### src/rtl/cfgimg_pkg.sv
package cfgimg_pkg;

    localparam int          MAGIC_LEN = 13;
    localparam logic [7:0]  TYPE_MIN  = 8'h61;
    localparam logic [7:0]  TYPE_MAX  = 8'h65;
    localparam logic [7:0]  TYPE_WIDE = 8'h65;

    typedef enum logic [2:0] {
        PS_MAGIC,
        PS_TYPE,
        PS_LEN,
        PS_BODY,
        PS_DONE
    } pstate_t;

    typedef enum logic [1:0] {
        RES_ABSENT    = 2'd0,
        RES_FOUND     = 2'd1,
        RES_BADMAGIC  = 2'd2,
        RES_MALFORMED = 2'd3
    } result_t;

    typedef struct packed {
        logic known;
        logic wide_len;
        logic wanted;
    } kind_t;

    function automatic logic [7:0] magic_byte(input logic [3:0] idx);
        logic [7:0] b;
        case (idx)
            4'd0, 4'd10, 4'd11: b = 8'h00;
            4'd1:               b = 8'h09;
            4'd2, 4'd4, 4'd6, 4'd8: b = 8'h0F;
            4'd3, 4'd5, 4'd7, 4'd9: b = 8'hF0;
            4'd12:              b = 8'h01;
            default:            b = 8'h00;
        endcase
        return b;
    endfunction

    function automatic kind_t classify(input logic [7:0] t, input logic [7:0] want);
        kind_t k;
        k.known    = (t >= TYPE_MIN) && (t <= TYPE_MAX);
        k.wide_len = (t == TYPE_WIDE);
        k.wanted   = (t == want);
        return k;
    endfunction

endpackage

### src/rtl/cfgimg_magic_check.sv
module cfgimg_magic_check #(
    parameter int IDX_W = 4
) (
    input  logic [IDX_W-1:0] idx,
    input  logic [7:0]       byte_in,
    output logic             match,
    output logic             final_byte
);
    import cfgimg_pkg::*;

    always_comb begin
        match      = (byte_in == magic_byte(4'(idx)));
        final_byte = (idx == IDX_W'(MAGIC_LEN - 1));
    end
endmodule

### src/rtl/cfgimg_hdr_decode.sv
module cfgimg_hdr_decode (
    input  logic [7:0]          type_in,
    input  logic [7:0]          want,
    output cfgimg_pkg::kind_t   kind
);
    import cfgimg_pkg::*;

    always_comb kind = classify(type_in, want);
endmodule

### src/rtl/cfgimg_len_track.sv
module cfgimg_len_track #(
    parameter int LEN_W = 32
) (
    input  logic             clk,
    input  logic             rst,
    input  logic             clr,
    input  logic             shift,
    input  logic             load,
    input  logic             dec,
    input  logic [7:0]       byte_in,
    output logic [LEN_W-1:0] assembled,
    output logic             at_end
);
    logic [LEN_W-9:0] acc;
    logic [LEN_W-1:0] remain;

    assign assembled = {acc, byte_in};
    assign at_end    = (remain == LEN_W'(1));

    always_ff @(posedge clk) begin
        if (rst) begin
            acc    <= '0;
            remain <= '0;
        end else begin
            if (clr)
                acc <= '0;
            else if (shift)
                acc <= assembled[LEN_W-9:0];
            if (load)
                remain <= assembled;
            else if (dec)
                remain <= remain - LEN_W'(1);
        end
    end
endmodule

### src/rtl/cfgimg_section_extract.sv
module cfgimg_section_extract #(
    parameter int SHORT_BYTES = 2,
    parameter int WIDE_BYTES  = 4,
    parameter int SHORT_MAX   = 255
) (
    input  logic       clk,
    input  logic       rst,
    input  logic [7:0] want_type,
    input  logic [7:0] in_data,
    input  logic       in_valid,
    input  logic       in_last,
    output logic       in_ready,
    output logic [7:0] out_data,
    output logic       out_valid,
    output logic       out_last,
    input  logic       out_ready,
    output logic       done,
    output logic [1:0] status
);
    import cfgimg_pkg::*;

    localparam int LEN_W = 8 * WIDE_BYTES;
    localparam int IDX_W = $clog2(MAGIC_LEN);
    localparam int CNT_W = $clog2(WIDE_BYTES + 1);

    pstate_t          st, st_n;
    result_t          res, res_n;
    logic [IDX_W-1:0] idx, idx_n;
    logic [CNT_W-1:0] left, left_n;
    logic             cur_sel, sel_n, cur_wide, wide_n;
    logic             acc_clr, acc_shift, rem_load, rem_dec;
    logic             magic_ok, magic_end, at_end, consume, passing;
    logic [LEN_W-1:0] assembled;
    kind_t            kind;

    cfgimg_magic_check #(.IDX_W(IDX_W)) magic_i (
        .idx(idx), .byte_in(in_data), .match(magic_ok), .final_byte(magic_end)
    );

    cfgimg_hdr_decode hdr_i (
        .type_in(in_data), .want(want_type), .kind(kind)
    );

    cfgimg_len_track #(.LEN_W(LEN_W)) len_i (
        .clk(clk), .rst(rst), .clr(acc_clr), .shift(acc_shift), .load(rem_load),
        .dec(rem_dec), .byte_in(in_data), .assembled(assembled), .at_end(at_end)
    );

    assign passing   = (st == PS_BODY) && cur_sel;
    assign in_ready  = passing ? out_ready : 1'b1;
    assign out_valid = passing && in_valid;
    assign out_data  = in_data;
    assign out_last  = out_valid && at_end;
    assign consume   = in_valid && in_ready;
    assign done      = (st == PS_DONE);
    assign status    = res;

    always_comb begin
        st_n = st; res_n = res; idx_n = idx; left_n = left;
        sel_n = cur_sel; wide_n = cur_wide;
        acc_clr = 1'b0; acc_shift = 1'b0; rem_load = 1'b0; rem_dec = 1'b0;
        if (consume) begin
            unique case (st)
                PS_MAGIC: begin
                    if (!magic_ok || (in_last && !magic_end)) begin
                        st_n = PS_DONE; res_n = RES_BADMAGIC;
                    end else if (magic_end) begin
                        st_n = in_last ? PS_DONE : PS_TYPE;
                    end else begin
                        idx_n = idx + IDX_W'(1);
                    end
                end
                PS_TYPE: begin
                    if (!kind.known || in_last) begin
                        st_n = PS_DONE; res_n = RES_MALFORMED;
                    end else begin
                        st_n    = PS_LEN;
                        sel_n   = kind.wanted;
                        wide_n  = kind.wide_len;
                        left_n  = kind.wide_len ? CNT_W'(WIDE_BYTES) : CNT_W'(SHORT_BYTES);
                        acc_clr = 1'b1;
                    end
                end
                PS_LEN: begin
                    if (left == CNT_W'(1)) begin
                        if (!cur_wide && (assembled > LEN_W'(SHORT_MAX))) begin
                            st_n = PS_DONE; res_n = RES_MALFORMED;
                        end else if (assembled == '0) begin
                            if (cur_sel) begin
                                st_n = PS_DONE; res_n = RES_FOUND;
                            end else begin
                                st_n = in_last ? PS_DONE : PS_TYPE;
                            end
                        end else if (in_last) begin
                            st_n = PS_DONE; res_n = RES_MALFORMED;
                        end else begin
                            st_n = PS_BODY; rem_load = 1'b1;
                        end
                    end else if (in_last) begin
                        st_n = PS_DONE; res_n = RES_MALFORMED;
                    end else begin
                        acc_shift = 1'b1;
                        left_n    = left - CNT_W'(1);
                    end
                end
                PS_BODY: begin
                    rem_dec = 1'b1;
                    if (at_end) begin
                        if (cur_sel) begin
                            st_n = PS_DONE; res_n = RES_FOUND;
                        end else begin
                            st_n = in_last ? PS_DONE : PS_TYPE;
                        end
                    end else if (in_last) begin
                        st_n = PS_DONE; res_n = RES_MALFORMED;
                    end
                end
                default: ;
            endcase
        end
    end

    always_ff @(posedge clk) begin
        if (rst) begin
            st       <= PS_MAGIC;
            res      <= RES_ABSENT;
            idx      <= '0;
            left     <= '0;
            cur_sel  <= 1'b0;
            cur_wide <= 1'b0;
        end else begin
            st       <= st_n;
            res      <= res_n;
            idx      <= idx_n;
            left     <= left_n;
            cur_sel  <= sel_n;
            cur_wide <= wide_n;
        end
    end
endmodule

### config.mk
export PLATFORM = sky130hd
export DESIGN_NAME = cfgimg_section_extract
export DESIGN_NICKNAME = d
export VERILOG_FILES = /design/src/rtl/cfgimg_pkg.sv /design/src/rtl/cfgimg_magic_check.sv /design/src/rtl/cfgimg_hdr_decode.sv /design/src/rtl/cfgimg_len_track.sv /design/src/rtl/cfgimg_section_extract.sv
export SDC_FILE = /design/constraint.sdc
export NUM_CORES = 1
export LEC_CHECK = 0
export BUFFER_PORTS_ARGS = -buffer_cell sky130_fd_sc_hd__buf_2
export CORE_MARGIN = 1
export CORE_UTILIZATION = 35
export DETAILED_ROUTE_END_ITERATION = 10
export HOLD_SLACK_MARGIN = 0.03
export PLACE_DENSITY = 0.57
export SLEW_MARGIN = 25
export SYNTH_ARGS = -nofsm -noshare
export SYNTH_HDL_FRONTEND = slang
export SYNTH_SLANG_ARGS = --single-unit
### constraint.sdc
create_clock -name clk -period 4 [get_ports clk]
set_input_delay 0.6 -clock clk [delete_from_list [all_inputs] [get_ports clk]]
set_output_delay 0.6 -clock clk [all_outputs]
set_load 0.1 [all_outputs]
; Yosys cells after proc, flatten, opt, wreduce, memory -nomap -nowiden
; Memories as Yosys holds them, arrays and structs flattened. A register that Yosys moved wholly into a read port is not among the register bits.
; Index checks and enable logic that the tools add are counted.
[classes]
n_addsub = 3
n_lt_le_gt_ge = 3
n_eq_ne = 16
mux = 45
bitwise = 3
n_reduce_logical = 24
[op_table]
columns = cell, count
row1 = 2-to-1 mux 32 bit, 2
row2 = 2-to-1 mux 3 bit, 15
row3 = "== test 32 x 1 -> 1 bit, second input constant", 1
row4 = "greater-than comparator 32 x 8 -> 1 bit, second input constant", 1
row5 = logical NOT 32 bit, 1
row6 = "subtractor 32 x 1 -> 32 bit, second input constant", 1
row7 = == test 8 bit, 2
row8 = 2-to-1 mux 2 bit, 8
row9 = 2-to-1 mux 1 bit, 15
row10 = one-hot mux 3 bit (4 select lines), 1
row11 = "!= test 2 bit, second input constant", 5
row12 = "== test 8 x 7 -> 1 bit, second input constant", 1
row13 = "greater-or-equal comparator 8 x 7 -> 1 bit, second input constant", 1
row14 = "less-or-equal comparator 8 x 7 -> 1 bit, second input constant", 1
row15 = 2-to-1 mux 4 bit, 2
row16 = one-hot mux 2 bit (4 select lines), 1
row17 = AND reduction 4 bit, 2
row18 = logical AND 1 bit, 7
row19 = "== test 3 x 1 -> 1 bit, second input constant", 2
row20 = "== test 3 x 2 -> 1 bit, second input constant", 2
row21 = one-hot mux 3 bit (2 select lines), 1
row22 = AND reduction 3 bit, 2
row23 = AND reduction 5 bit, 1
row24 = "adder 4 x 1 -> 4 bit, second input constant", 1
row25 = 11 further kinds, 18
[totals]
reg_bits = 70
romBits = 128
in_bits = 21
out_inout_bits = 14
wordCells = 103
n_memories = 1
[memory_table]
columns = memory, words, word_bits, rd, rd_ports_with_merged_regs, write_ports, line
row1 = (no name shown), 16, 8, 1, 1, 0, cfgimg_pkg.sv:31  ; case (idx)

; Logic depth before layout (Yosys ltp)
; Gate-level depths: netlist of run 1.
[logic_depth]
ltp_word = 8
mapped_depth = 11
mapped_depth_nobuf = 11

; Modules after synthesis
; Synthesis of run 1 repeated with hierarchy kept, for this count alone.
[hier_totals]
cells_unflattened = 538
area_unflattened_um2 = 4508.1
[by_module_without_submodules]
columns = module, instances, cells_per_inst, area_per_inst_um2, seq_area_each_um2
row1 = cfgimg_len_track, 1, 329, 2946.6, 1121.1
row2 = cfgimg_section_extract, 1, 163, 1208.7, 280.3
row3 = cfgimg_magic_check, 1, 29, 226.5, 0.0
row4 = cfgimg_hdr_decode, 1, 17, 126.4, 0.0

; Worst setup path after synthesis of run 1
; Ideal clock, no wire load.
[synth_path]
path_kind = reg2out
start = register st[1]
end = output out_last
t_arrival_ps = 2605
required_ps = 3400
setup_slack_ps = 795
path_stages_with_launch = 6
n_path_buf = 1
path_cell_list = dfxtp_1 > clkbuf_1 > nand2_1 > nor2_1 > and2_1 > and4_1
[synth_via]
elab_chain_len = 4
[synth_rtl]
columns = element, line
row1 = start: declaration, cfgimg_section_extract.sv:26  ; pstate_t st, st_n;
row2 = start signal: assignment, cfgimg_section_extract.sv:132  ; st <= st_n;
row3 = == test 3 x 2 -> 1 bit, cfgimg_section_extract.sv:49  ; assign passing = (st == PS_BODY) && cur_sel;
row4 = logical AND 1 bit, cfgimg_section_extract.sv:49
row5 = logical AND 1 bit, cfgimg_section_extract.sv:51  ; assign out_valid = passing && in_valid;
row6 = via out_valid, cfgimg_section_extract.sv:14  ; output logic out_valid,
row7 = logical AND 1 bit, cfgimg_section_extract.sv:53  ; assign out_last = out_valid && at_end;
row8 = end: declaration, cfgimg_section_extract.sv:15  ; output logic out_last,
; The timed path passes the listed nets, and every way through them passes these cells.

; Worst setup path in the final report of run 1
[layout_path]
start = register len_i.remain[9]
end = output out_last
[layout_via]
elab_chain_len = 2
[layout_rtl]
columns = element, line
row1 = start: declaration, cfgimg_len_track.sv:15  ; logic [LEN_W-1:0] remain;
row2 = start signal: assignment, cfgimg_len_track.sv:30  ; remain <= assembled;
row3 = start signal: assignment, cfgimg_len_track.sv:32  ; remain <= remain - LEN_W'(1);
row4 = == test 32 x 1 -> 1 bit, cfgimg_len_track.sv:18  ; assign at_end = (remain == LEN_W'(1));
row5 = logical AND 1 bit, cfgimg_section_extract.sv:53
; Every way passes these cells.

==> metrics.md, run 1 <==
| Metric | Value |
|---|---|
| CTS tree | yes |
| Leak | 1.72 nW |
| Synth async-reset ratio | 0% |
| Top area cells in the synthesized netlist | dfxtp_1 35%, a21oi_1 7.8%, nand2_1 7.0% |
| Max-slew headroom | 37.0% |
| Placement Setup Slack | 787 ps |
| Number of DRC markers in iteration 0 | 243 |
| # DRC | 0 |
| Util after Layout | 41.0% |
| Crit. End Element | output port |
| Die Span X | 112 um |
| Sink Count | 74 |
| DP HPWL | 8330 um |
| Hold_buf cts | 0 |
| Area leader, netlist | dfxtp_1 |
| Syn avg cell area | 7.63 um^2 |
| CP max stage delay | 440 ps |
| Initial antenna violation count | 0 |
| Root buffer cell | clkbuf_16 |
| Placed cell count | 698 |
| Post-Layout Cell Count | 714 |
| Mapped Area | 4220 um^2 |
| Gr usage total | 19.6% |
| Post-CTS Setup Repair Bufs | 0 |
| IO Pins | 35 |
| Worst-Margin Slew | 933 ps |
| Hold Path Sink | len_i.acc[8] |
| Worst Path Arrival | 2690 ps |
| Setup violations, final | 0 |
| 1st-pass router iterations | 9 |
| Status | completed |
| R2r endpoint | len_i.remain[9] |
| Critical path's slowest cell | nor4_1 |
| Routed wire length | 11600 um |
| Final setup TNS | 0 ps |
| Hold Path Depth | 2 |
| Chip height | 112 um |
| Critical-path cell list | nor4_1 > nand4b_1 > nor3_1 > and4_1 > buf_2 |
| Number of buffers inserted by port buffering | 34 |
| Max Fanout on Critical Path | 6 |
| Required time worst endpoint | 3400 ps |
| Final setup margin | 714 ps |
| CTS Buffer Depth | 2 |
| Crit start category | register |
| Post-cts sizing count | 0 |
| Largest net degree at the start of global routing | 36 |
| Reg2reg start | len_i.acc[1] |
| Placer Congestion | 0.872 |
| Pwr dens | 355 nW/um^2 |
| WS Path Type | register to output port |
| Fin. max-slew vios | 0 |
| Final worst path period need | 3290 ps |
| HP Start | len_i.acc[0] |
| Nets@finish | 597 |
| Post-synthesis sequential area ratio | 35.1% |
| Final ANT Viol Nets | 0 |
| N_diodes | 0 |
| Fin crit share | 82.1% |
| Worst reg2reg path depth | 7 |
| Initial core utilization | 36.5% |
| Proportion of netlist area held by the largest area contributor | 35.1% |
| Synth cell types | 64 |
| Core area | 11600 um^2 |
| First-pass GRT wire length | 19700 um |
| Peak Freq | 304 MHz |
| FILL cells | 1194 |
| Final hold vios | 0 |
| Final Skew | 8.84 ps |
| H-Tree Depth | 3 |
| Reg clk slew, reported paths | 60 ps |
| Reg2reg setup slack | 1140 ps |
| Mean routed wirelength per cell | 16.2 um |
| Worst VDD drop | 0.197 mV |
| Number of global-route vias before repair | 3958 |
| Synth warn | 0 |
| CTS Buf Count | 9 |
| Max Cap Viol | 0 |
| # rows | 39 |
| Via Count | 4115 |
| Top post-synthesis cells by count | 79 x nand2_1, 74 x dfxtp_1, 66 x a21oi_1, 40 x nor2_1, 29 x clkbuf_1 |
| Hold Path Class | register to register |
| Via density | 5.76 |
| Top FF cell, synth | dfxtp_1 |
| Syn Nets | 584 |
| Seq cells post-synth | 74 |
| Share of layout cells above drive strength 1 | 12.4% |
| RSZ-0062 raised after global routing | no |
| Area grow syn2layout | 12.4% |
| Clock Latency Late Sink | 340 ps |
| Grt ovf | 0 |
| EDFF count, synth | 0 |
| Die area | 12500 um^2 |
| Top-count cell post-synth | nand2_1 |
| Cells after Synth | 553 |
critical path, delay by kind of cell, from the launching register on:
kind	cells	cell delay, ps
buffers and inverters	1	440
and+or+nand+nor	4	1550
DFF	1	350
cells in the final DEF, fill, tap and decap left out, drive strengths merged, types with 6 or more instances in the layout:
| master | instances |
|---|---|
| o21ai | 18 |
| nand2 | 79 |
| inv | 17 |
| xnor2 | 14 |
| or4 | 8 |
| buf | 42 |
| nor2 | 40 |
| a31oi | 8 |
| o211ai | 8 |
| a211oi | 8 |
| ha | 10 |
| clkbuf | 10 |
| nor4 | 16 |
| nand3 | 21 |
| dfxtp | 74 |
| nand4 | 6 |
| or3 | 16 |
| a21oi | 67 |
| a22oi | 6 |
| nor3 | 25 |
per-layer routing:
metal	routed length (um)	GRT usage [%]	part of all wire (%)	vias up
li1	-	-	-	2037
met1	5440	25.8	47	1962
met2	5470	32.5	47	106
met3	561	3.48	4.8	10
met4	119	6.22	1.0	0
met5	0	0	0	-
worst max path at each step:
stage	from	endpoint	slack, ps	cells past startpoint
floorplan	st[1]	out_last	800	5
global placement	in_data[1]	register	950	10
detailed placement	in_data[1]	register	790	10
CTS	len_i.remain[9]	out_last	720	5
global route	len_i.remain[9]	out_last	560	5
finish	len_i.remain[9]	out_last	710	5
registers in the layout (all words and copies together) (netlist names), named ones only:
signal and count:
cur_wide 1, left 3, idx 4, st 3
len_i.acc 24, len_i.remain 32, cur_sel 1, status 2
through the flow:
step / area [um^2] / hold WS (ps) / total power, W
after floorplan: 4220 / 446 / 0.000849
after global placement: 4440 / 467 / 0.000874
after detailed placement: 4440 / 474 / 0.000876
after CTS: 4740 / 481 / 0.00170
after global routing: 4740 / 507 / 0.00174
final: 4740 / 481 / 0.00168
cell families after synthesis:
kind of cell | Yosys count | synth area share [%]
XOR/XNOR | 16 | 3.32
adder cells (fa/ha/maj) | 10 | 2.96
AO/OA/AOI/OAI | 147 | 21.8
multiplexers | 6 | 1.48
buffers and inverters | 56 | 5.90
AND/OR/NAND/NOR | 244 | 29.4
flip-flops | 74 | 35.1
final cells by class:
type                       instances  area (um^2)  share of cell area, %
clock inverter                     6         65.1                   1.37
sequential                        74         1480                   31.2
multi-input combinational        423         2490                   52.5
clock buffer                      10          239                   5.04
inverter                          16         60.1                   1.27
timing repair buffer              42          230                   4.85
tap                              143          179                   3.77
power breakdown:
| group | total (W) | internal [W] | switching (W) | leakage, nW |
|---|---|---|---|---|
| Clock | 0.000822 | 0.000501 | 0.000321 | 0.149 |
| Sequential | 0.000742 | 0.000739 | 0.00000346 | 0.596 |
| Combinational | 0.000118 | 0.0000286 | 0.0000894 | 0.972 |
| Total | 0.00168 | 0.00127 | 0.000414 | 1.72 |
Power figures use the tool's default switching activity.
==> run 2, diff against run 1 <==
Settings changed: ABC_AREA set to 1, PLACE_DENSITY 0.57 to 0.59.
Clock period 4 ns to 2.9 ns, I/O delays scaled along.
==> run 2 against run 1 <==
Compared with the run above:
- critical path depth rose by 1
- area after synthesis rose by 20%
- count of clock-buffer cells in the layout fell by 1
- non-clock buffer count rose by 1
- flip-flop and latch count did not move
- die area rose by 20%
- critical path type unchanged
- critical endpoint unchanged
==> metrics.md, run 2 <==
| Metric | Value |
|---|---|
| Status | completed (unchanged) |
| Peak Freq | 375 MHz |
| Mapped Area | 5070 um^2 (was 4220 um^2) |
| Post-Synth Adder-Cell Area | 2.47% (was 2.96%) |
| CTS tree | yes (unchanged) |
| Largest registers in the final layout | len_i.remain: 32 flops, len_i.acc: 24 flops, idx: 4 flops (unchanged) |
| Root buffer cell | clkbuf_16 (unchanged) |
| Post-synthesis xor/xnor area fraction | 5.87% (was 3.32%) |
| Syn avg cell area | 6.47 um^2 (was 7.63 um^2) |
| Number of global-route vias before repair | 4541 (was 3958) |
| Worst VDD drop | 0.253 mV (was 0.197 mV) |
| Die Span X | 122 um (was 112 um) |
| Initial core utilization | 36.2% (was 36.5%) |
| Setup violations, final | 0 (unchanged) |
| Mean routed wirelength per cell | 14.0 um (was 16.2 um) |
| # rows | 43 (was 39) |
| N_diodes | 0 (unchanged) |
| Die area | 15000 um^2 (was 12500 um^2) |
| Pwr dens | 437 nW/um^2 (was 355 nW/um^2) |
| Compound-cell area share of the yosys netlist | 10.9% (was 21.8%) |
| Crit start category | register (unchanged) |
| Util after Layout | 40.2% (was 41.0%) |
| Total power | 0.00246 W (was 0.00168 W) |
| Sink Count | 74 (unchanged) |
| Crit. End Element | output port (unchanged) |
| CTS Buf Count | 9 (unchanged) |
| Gr usage total | 19.9% (was 19.6%) |
| Final ANT Viol Nets | 0 (unchanged) |
| Core area | 14000 um^2 (was 11600 um^2) |
| Final worst path period need | 2670 ps |
| Top FF cell, synth | dfxtp_1 (unchanged) |
| Leading cell types in the layout, fill and taps excluded | 200 x nand2_1, 114 x nor2_1, 83 x inv_1 (was 79 x nand2_1, 74 x dfxtp_1, 66 x a21oi_1) |
| Required time worst endpoint | 2470 ps (was 3400 ps) |
| Critical-path cell list | nor2_1 > inv_1 > nor3_1 > nand4_1 > nor3b_4 > buf_2 (was nor4_1 > nand4b_1 > nor3_1 > and4_1 > buf_2) |
| Grt ovf | 0 (unchanged) |
| Multiplexer share of the synthesized area | 0% (was 1.48%) |
| Synth Area in Simple Gates | 40.4% (was 29.4%) |
| Via density | 4.96 (was 5.76) |
| Area leader, netlist | dfxtp_1 (unchanged) |
| Number of buffers inserted by port buffering | 34 (unchanged) |
| Top-count cell post-synth | nand2_1 (unchanged) |
| Post-cts sizing count | 0 (unchanged) |
| Share of layout cells above drive strength 1 | 13.5% (was 12.4%) |
| Leak | 2.65 nW (was 1.72 nW) |
| CP max stage delay | 460 ps (was 440 ps) |
| Syn Nets | 815 (was 584) |
| Synth cell types | 39 (was 64) |
| Biggest register | len_i.remain (unchanged) |
| Post-synthesis sequential area ratio | 29.2% (was 35.1%) |
| Post-CTS Setup Repair Bufs | 0 (unchanged) |
| Fin. max-slew vios | 0 (unchanged) |
| Area grow syn2layout | 11.0% (was 12.4%) |
| Clock Latency Late Sink | 360 ps (was 340 ps) |
| Placed cell count | 973 (was 698) |
| Synth warn | 0 (unchanged) |
| Max Cap Viol | 0 (unchanged) |
| FILL cells | 1543 (was 1194) |
| Reg clk slew, reported paths | 60 ps (about the same) |
| IO Pins | 35 (unchanged) |
| Commonest non-fill, non-tap cell in the layout | nand2_1 (unchanged) |
| Top area cells in the synthesized netlist | dfxtp_1 29%, nand2_1 15%, nor2_1 8.4% (was dfxtp_1 35%, a21oi_1 7.8%, nand2_1 7.0%) |
| Proportion of netlist area held by the largest area contributor | 29.2% (was 35.1%) |
| Number of DRC markers in iteration 0 | 287 (was 243) |
| Nets@finish | 835 (was 597) |
| Critical path's slowest cell | buf_2 (was nor4_1) |
| H-Tree Depth | 3 (unchanged) |
| Cells after Synth | 784 (was 553) |
| 1st-pass router iterations | 5 (was 9) |
| Routed wire length | 13800 um (was 11600 um) |
| Final hold slack | 424 ps (was 481 ps) |
| Largest family of logic cells by synthesized area | simple AND/OR/NAND/NOR gates (unchanged) |
| RSZ-0062 raised after global routing | no (unchanged) |
| Placer Congestion | 0.905 (was 0.872) |
| Seq cells post-synth | 74 (unchanged) |
| Fin crit share | 92.0% |
| Hold Path Class | input port to register (was register to register) |
| Initial antenna violation count | 0 (unchanged) |
| Via Count | 4905 (was 4115) |
| WS Path Type | register to output port (unchanged) |
| DP HPWL | 10400 um (was 8330 um) |
| Final Skew | 11.5 ps (was 8.84 ps) |
| Post-Layout Cell Count | 989 (was 714) |
| EDFF count, synth | 0 (unchanged) |
| Max Fanout on Critical Path | 6 (unchanged) |
| CTS Buffer Depth | 2 (unchanged) |
| Hold_buf cts | 0 (unchanged) |
| Final setup TNS | 0 ps (unchanged) |
| Worst-Margin Slew | 492 ps (was 933 ps) |
| Final hold vios | 0 (unchanged) |
| Max-slew headroom | 67.2% (was 37.0%) |
| Synth async-reset ratio | 0% (unchanged) |
| Worst Path Arrival | 2230 ps (was 2690 ps) |
| Max reg flops | 32 (unchanged) |
| Chip height | 122 um (was 112 um) |
| Top post-synthesis cells by count | 200 x nand2_1, 114 x nor2_1, 83 x inv_1, 74 x dfxtp_1, 64 x nand3_1 (was 79 x nand2_1, 74 x dfxtp_1, 66 x a21oi_1, 40 x nor2_1, 29 x clkbuf_1) |
| # DRC | 0 (unchanged) |
| First-pass GRT wire length | 23000 um (was 19700 um) |
| Largest net degree at the start of global routing | 28 (was 36) |
## run 2: cell count changes after synthesis, moves of 21 or more
cell,before,now
nand4_1,5,42
inv_1,16,83
nor2_1,40,114
nand2_1,79,200
a21oi_1,66,27
nand3_1,21,64
clkbuf_1,29,8
## run 2: kinds of logic after synthesis
kind of cell             Yosys count
AND/OR/NAND/NOR                  454
buffers and inverters            124
AO/OA/AOI/OAI                     88
flip-flops                        74
XOR/XNOR                          34
adder cells (fa/ha/maj)           10
## run 2: final cells by class
class                           instances  area, um^2  area share [%]
Inverter                               90         340            6.05
Timing Repair Buffer                   43         238            4.22
Clock inverter                          7        70.1            1.24
Multi-Input combinational cell        586        3050            54.2
Sequential cell                        74        1480            26.3
Clock buffer                            9         225            4.00
Tap cell                              180         225            4.00
## run 2: worst paths after layout
path              startpoint             to  slack (ps)  cells after the start
max          len_i.remain[8]       out_last         230                      6
min reg2reg    len_i.acc[21]  len_i.acc[21]         490                      2
max reg2reg           idx[0]       register         510                     16
min               in_data[6]   len_i.acc[6]         420                      3
## run 2: critical path, delay by kind of cell, from the launching register on
family / cells / cell delay [ps]
and+or+nand+nor: 4 / 1000
buffers and inverters: 2 / 550
DFF: 1 / 340
## run 2: metrics by stage
step                setup WS [ps]  area [um^2]
finish                        233         5630
global placement              368         5330
detailed placement            283         5330
global route                  106         5630
CTS                           215         5630
floorplan                    46.8         5090
## run 2: power breakdown
part | switching, W | internal (W) | total (W)
sequential | 0.00000964 | 0.00102 | 0.00103
combinational | 0.000223 | 0.0000736 | 0.000297
clock | 0.000467 | 0.000664 | 0.00113
## run 2: routing by layer
layer	GRT usage (%)	share of wire (%)
met1	26.9	49
met5	0	0
met4	7.32	1.8
met2	31.0	45
met3	4.14	3.9
==> run 3, diff against run 2 <==
Settings changed: CORE_ASPECT_RATIO set to 1.5, HOLD_SLACK_MARGIN 0.03 to 0.05.
==> run 3 against run 2 <==
Compared with the run above:
- final cell count increased by 1.5%
- sequential share of layout area shrank 0.19 points
- via count up 2.2%
- die area barely moved
- worst hold slack improved by 35 ps
- first-iteration DRC count down 17%
- core utilization rose by 0.093 points
- flip-flop and latch count stayed put
- fmax grew 3.1%
- global-route usage grew 1.2 points
- clock skew decreased by 1.7 ps
- critical path depth increased by 1
==> metrics.md, run 3 (synthesized netlist as in run 2, its figures left out) <==
| Metric | Value |
|---|---|
| # rows | 53 (was 43) |
| Post-cts sizing count | 0 (unchanged) |
| Leak | 2.67 nW (was 2.65 nW) |
| H-Tree Depth | 3 (unchanged) |
| Hold_buf cts | 0 (unchanged) |
| Routed wire length | 14700 um (was 13800 um) |
| Worst Path Arrival | 2150 ps (was 2230 ps) |
| Reg2reg setup slack | 510 ps (about the same) |
| Total power | 0.00249 W (was 0.00246 W) |
| GRT met1 Usage | 22.2% (was 26.9%) |
| Final worst path period need | 2590 ps (was 2670 ps) |
| First-pass GRT wire length | 24200 um (was 23000 um) |
| Util after Layout | 40.3% (was 40.2%) |
| IO Pins | 35 (unchanged) |
| Final setup TNS | 0 ps (unchanged) |
| Post-CTS Setup Repair Bufs | 0 (unchanged) |
| Nets@finish | 838 (was 835) |
| Sequential Area | 1480 um^2 (unchanged) |
| DP HPWL | 11400 um (was 10400 um) |
| Fin. max-slew vios | 0 (unchanged) |
| RSZ-0062 raised after global routing | no (unchanged) |
| Max-slew headroom | 67.5% (was 67.2%) |
| Max Fanout on Critical Path | 3 (was 6) |
| Placed instance area | 5370 um^2 (was 5330 um^2) |
| Number of buffers inserted by port buffering | 34 (unchanged) |
| Most frequent CP cell | inv_1 |
| Mean routed wirelength per cell | 14.7 um (was 14.0 um) |
| CTS Buffer Depth | 2 (unchanged) |
| # DRC | 0 (unchanged) |
| WS Path Type | register to output port (unchanged) |
| Final ANT Viol Nets | 0 (unchanged) |
| Hold Path Depth | 3 (unchanged) |
| Fin crit share | 89.2% (was 92.0%) |
| Worst reg2reg path depth | 16 (unchanged) |
| Setup violations, final | 0 (unchanged) |
| Biggest register | len_i.remain (unchanged) |
| Leading cell types in the layout, fill and taps excluded | 200 x nand2_1, 114 x nor2_1, 83 x inv_1 (unchanged) |
| Final hold vios | 0 (unchanged) |
| Worst-Margin Slew | 491 ps (was 492 ps) |
| Area grow syn2layout | 11.8% (was 11.0%) |
| Die area | 15000 um^2 (about the same) |
| Via Count | 5012 (was 4905) |
| Commonest non-fill, non-tap cell in the layout | nand2_1 (unchanged) |
| Final hold slack | 458 ps (was 424 ps) |
| Root buffer cell | clkbuf_16 (unchanged) |
| Hold Path Class | input port to register (unchanged) |
| 1st-pass router iterations | 8 (was 5) |
| Gr usage total | 21.1% (was 19.9%) |
| Initial antenna violation count | 0 (unchanged) |
| CTS Buf Count | 9 (unchanged) |
| Final Skew | 9.80 ps (was 11.5 ps) |
| Max Cap Viol | 0 (unchanged) |
| Largest registers in the final layout | len_i.remain: 32 flops, len_i.acc: 24 flops, idx: 4 flops (unchanged) |
| Multi-input gate area | 3050 um^2 (unchanged) |
| Required time worst endpoint | 2470 ps (about the same) |
| N_diodes | 0 (unchanged) |
| GR met2 Demand/Resource | 39.3% (was 31.0%) |
| Design Area, Final | 5670 um^2 (was 5630 um^2) |
| CP max stage delay | 450 ps (was 460 ps) |
| Status | completed (unchanged) |
| FILL cells | 1568 (was 1543) |
| Die Span X | 100 um (was 122 um) |
| Critical path's slowest cell | buf_2 (unchanged) |
| Hold Path Sink | len_i.remain[6] (was len_i.acc[6]) |
| CTS tree | yes (unchanged) |
| Crit start category | register (unchanged) |
| Grt met3 use | 2.62% (was 4.14%) |
| Placer Congestion | 0.902 (was 0.905) |
| Number of DRC markers in iteration 0 | 239 (was 287) |
| Initial core utilization | 36.1% (was 36.2%) |
| Chip height | 149 um (was 122 um) |
| Peak Freq | 386 MHz (was 375 MHz) |
| Critical-path cell list | inv_1 > ha_1 > inv_1 > nor3_1 > nand4_1 > nor3b_4 > buf_2 (was nor2_1 > inv_1 > nor3_1 > nand4_1 > nor3b_4 > buf_2) |
| Max reg flops | 32 (unchanged) |
| Sink Count | 74 (unchanged) |
| Core area | 14100 um^2 (was 14000 um^2) |
| Via density | 4.99 (was 4.96) |
| Crit. End Element | output port (unchanged) |
| Clock Latency Late Sink | 340 ps (was 360 ps) |
| Pwr dens | 439 nW/um^2 (was 437 nW/um^2) |
| Worst VDD drop | 0.336 mV (was 0.253 mV) |
| Most Used Layer, Global Route | met2 (unchanged) |
| Grt ovf | 0 (unchanged) |
| Reg2reg start | idx[0] (unchanged) |
| Number of global-route vias before repair | 4912 (was 4541) |
| HP Start | in_data[6] (unchanged) |
| Share of layout cells above drive strength 1 | 13.4% (was 13.5%) |
| Largest net degree at the start of global routing | 27 (was 28) |
| Reg clk slew, reported paths | 60 ps (about the same) |
-- run 3: power by group --
| part | switching [W] | leakage, nW | total (W) | internal, W |
|---|---|---|---|---|
| Sequential | 0.00000985 | 0.597 | 0.00103 | 0.00102 |
| Combinational | 0.000229 | 1.92 | 0.000304 | 0.0000748 |
| Clock | 0.000437 | 0.147 | 0.00115 | 0.000714 |
-- run 3: critical path, delay by kind of cell, from the launching register on --
family / cells / cell delay, ps
adders and majority gates: 1 / 240
and+or+nand+nor: 3 / 660
buffers and inverters: 3 / 600
DFF: 1 / 310
-- run 3: area by class of cell --
type                       count  area share, %
clock buffer                  14           4.66
clock inverter                 2          0.618
inverter                      90           6.00
multi-input combinational    586           53.8
sequential                    74           26.1
tap                          192           4.24
timing repair buffer          46           4.59
-- run 3: per-stage QoR --
| stage | cells | worst slack [ps] |
|---|---|---|
| final | 1004 | 312 |
| after CTS | 1004 | 306 |
| after detailed placement | 988 | 263 |
| after global placement | 988 | 340 |
| after floorplan | 784 | 46.8 |
| after global routing | 1004 | 175 |
-- run 3: metal layers --
metal	vias to the layer above	part of all wire (%)	wire [um]
met1	2279	38	5650
met2	122	54	7890
li1	2571	-	-
met5	-	0	0
met4	0	4.9	722
met3	40	3.1	459
-- run 3: worst max-delay path by stage --
stage,start,end,slack (ps),cells after the start
final,len_i.remain[1],out_last,310,7
after global routing,len_i.remain[1],out_last,180,7
after CTS,len_i.remain[3],out_last,310,6
after detailed placement,in_data[2],register,260,16
after global placement,in_data[2],register,340,16
after floorplan,st[0],out_last,50,3
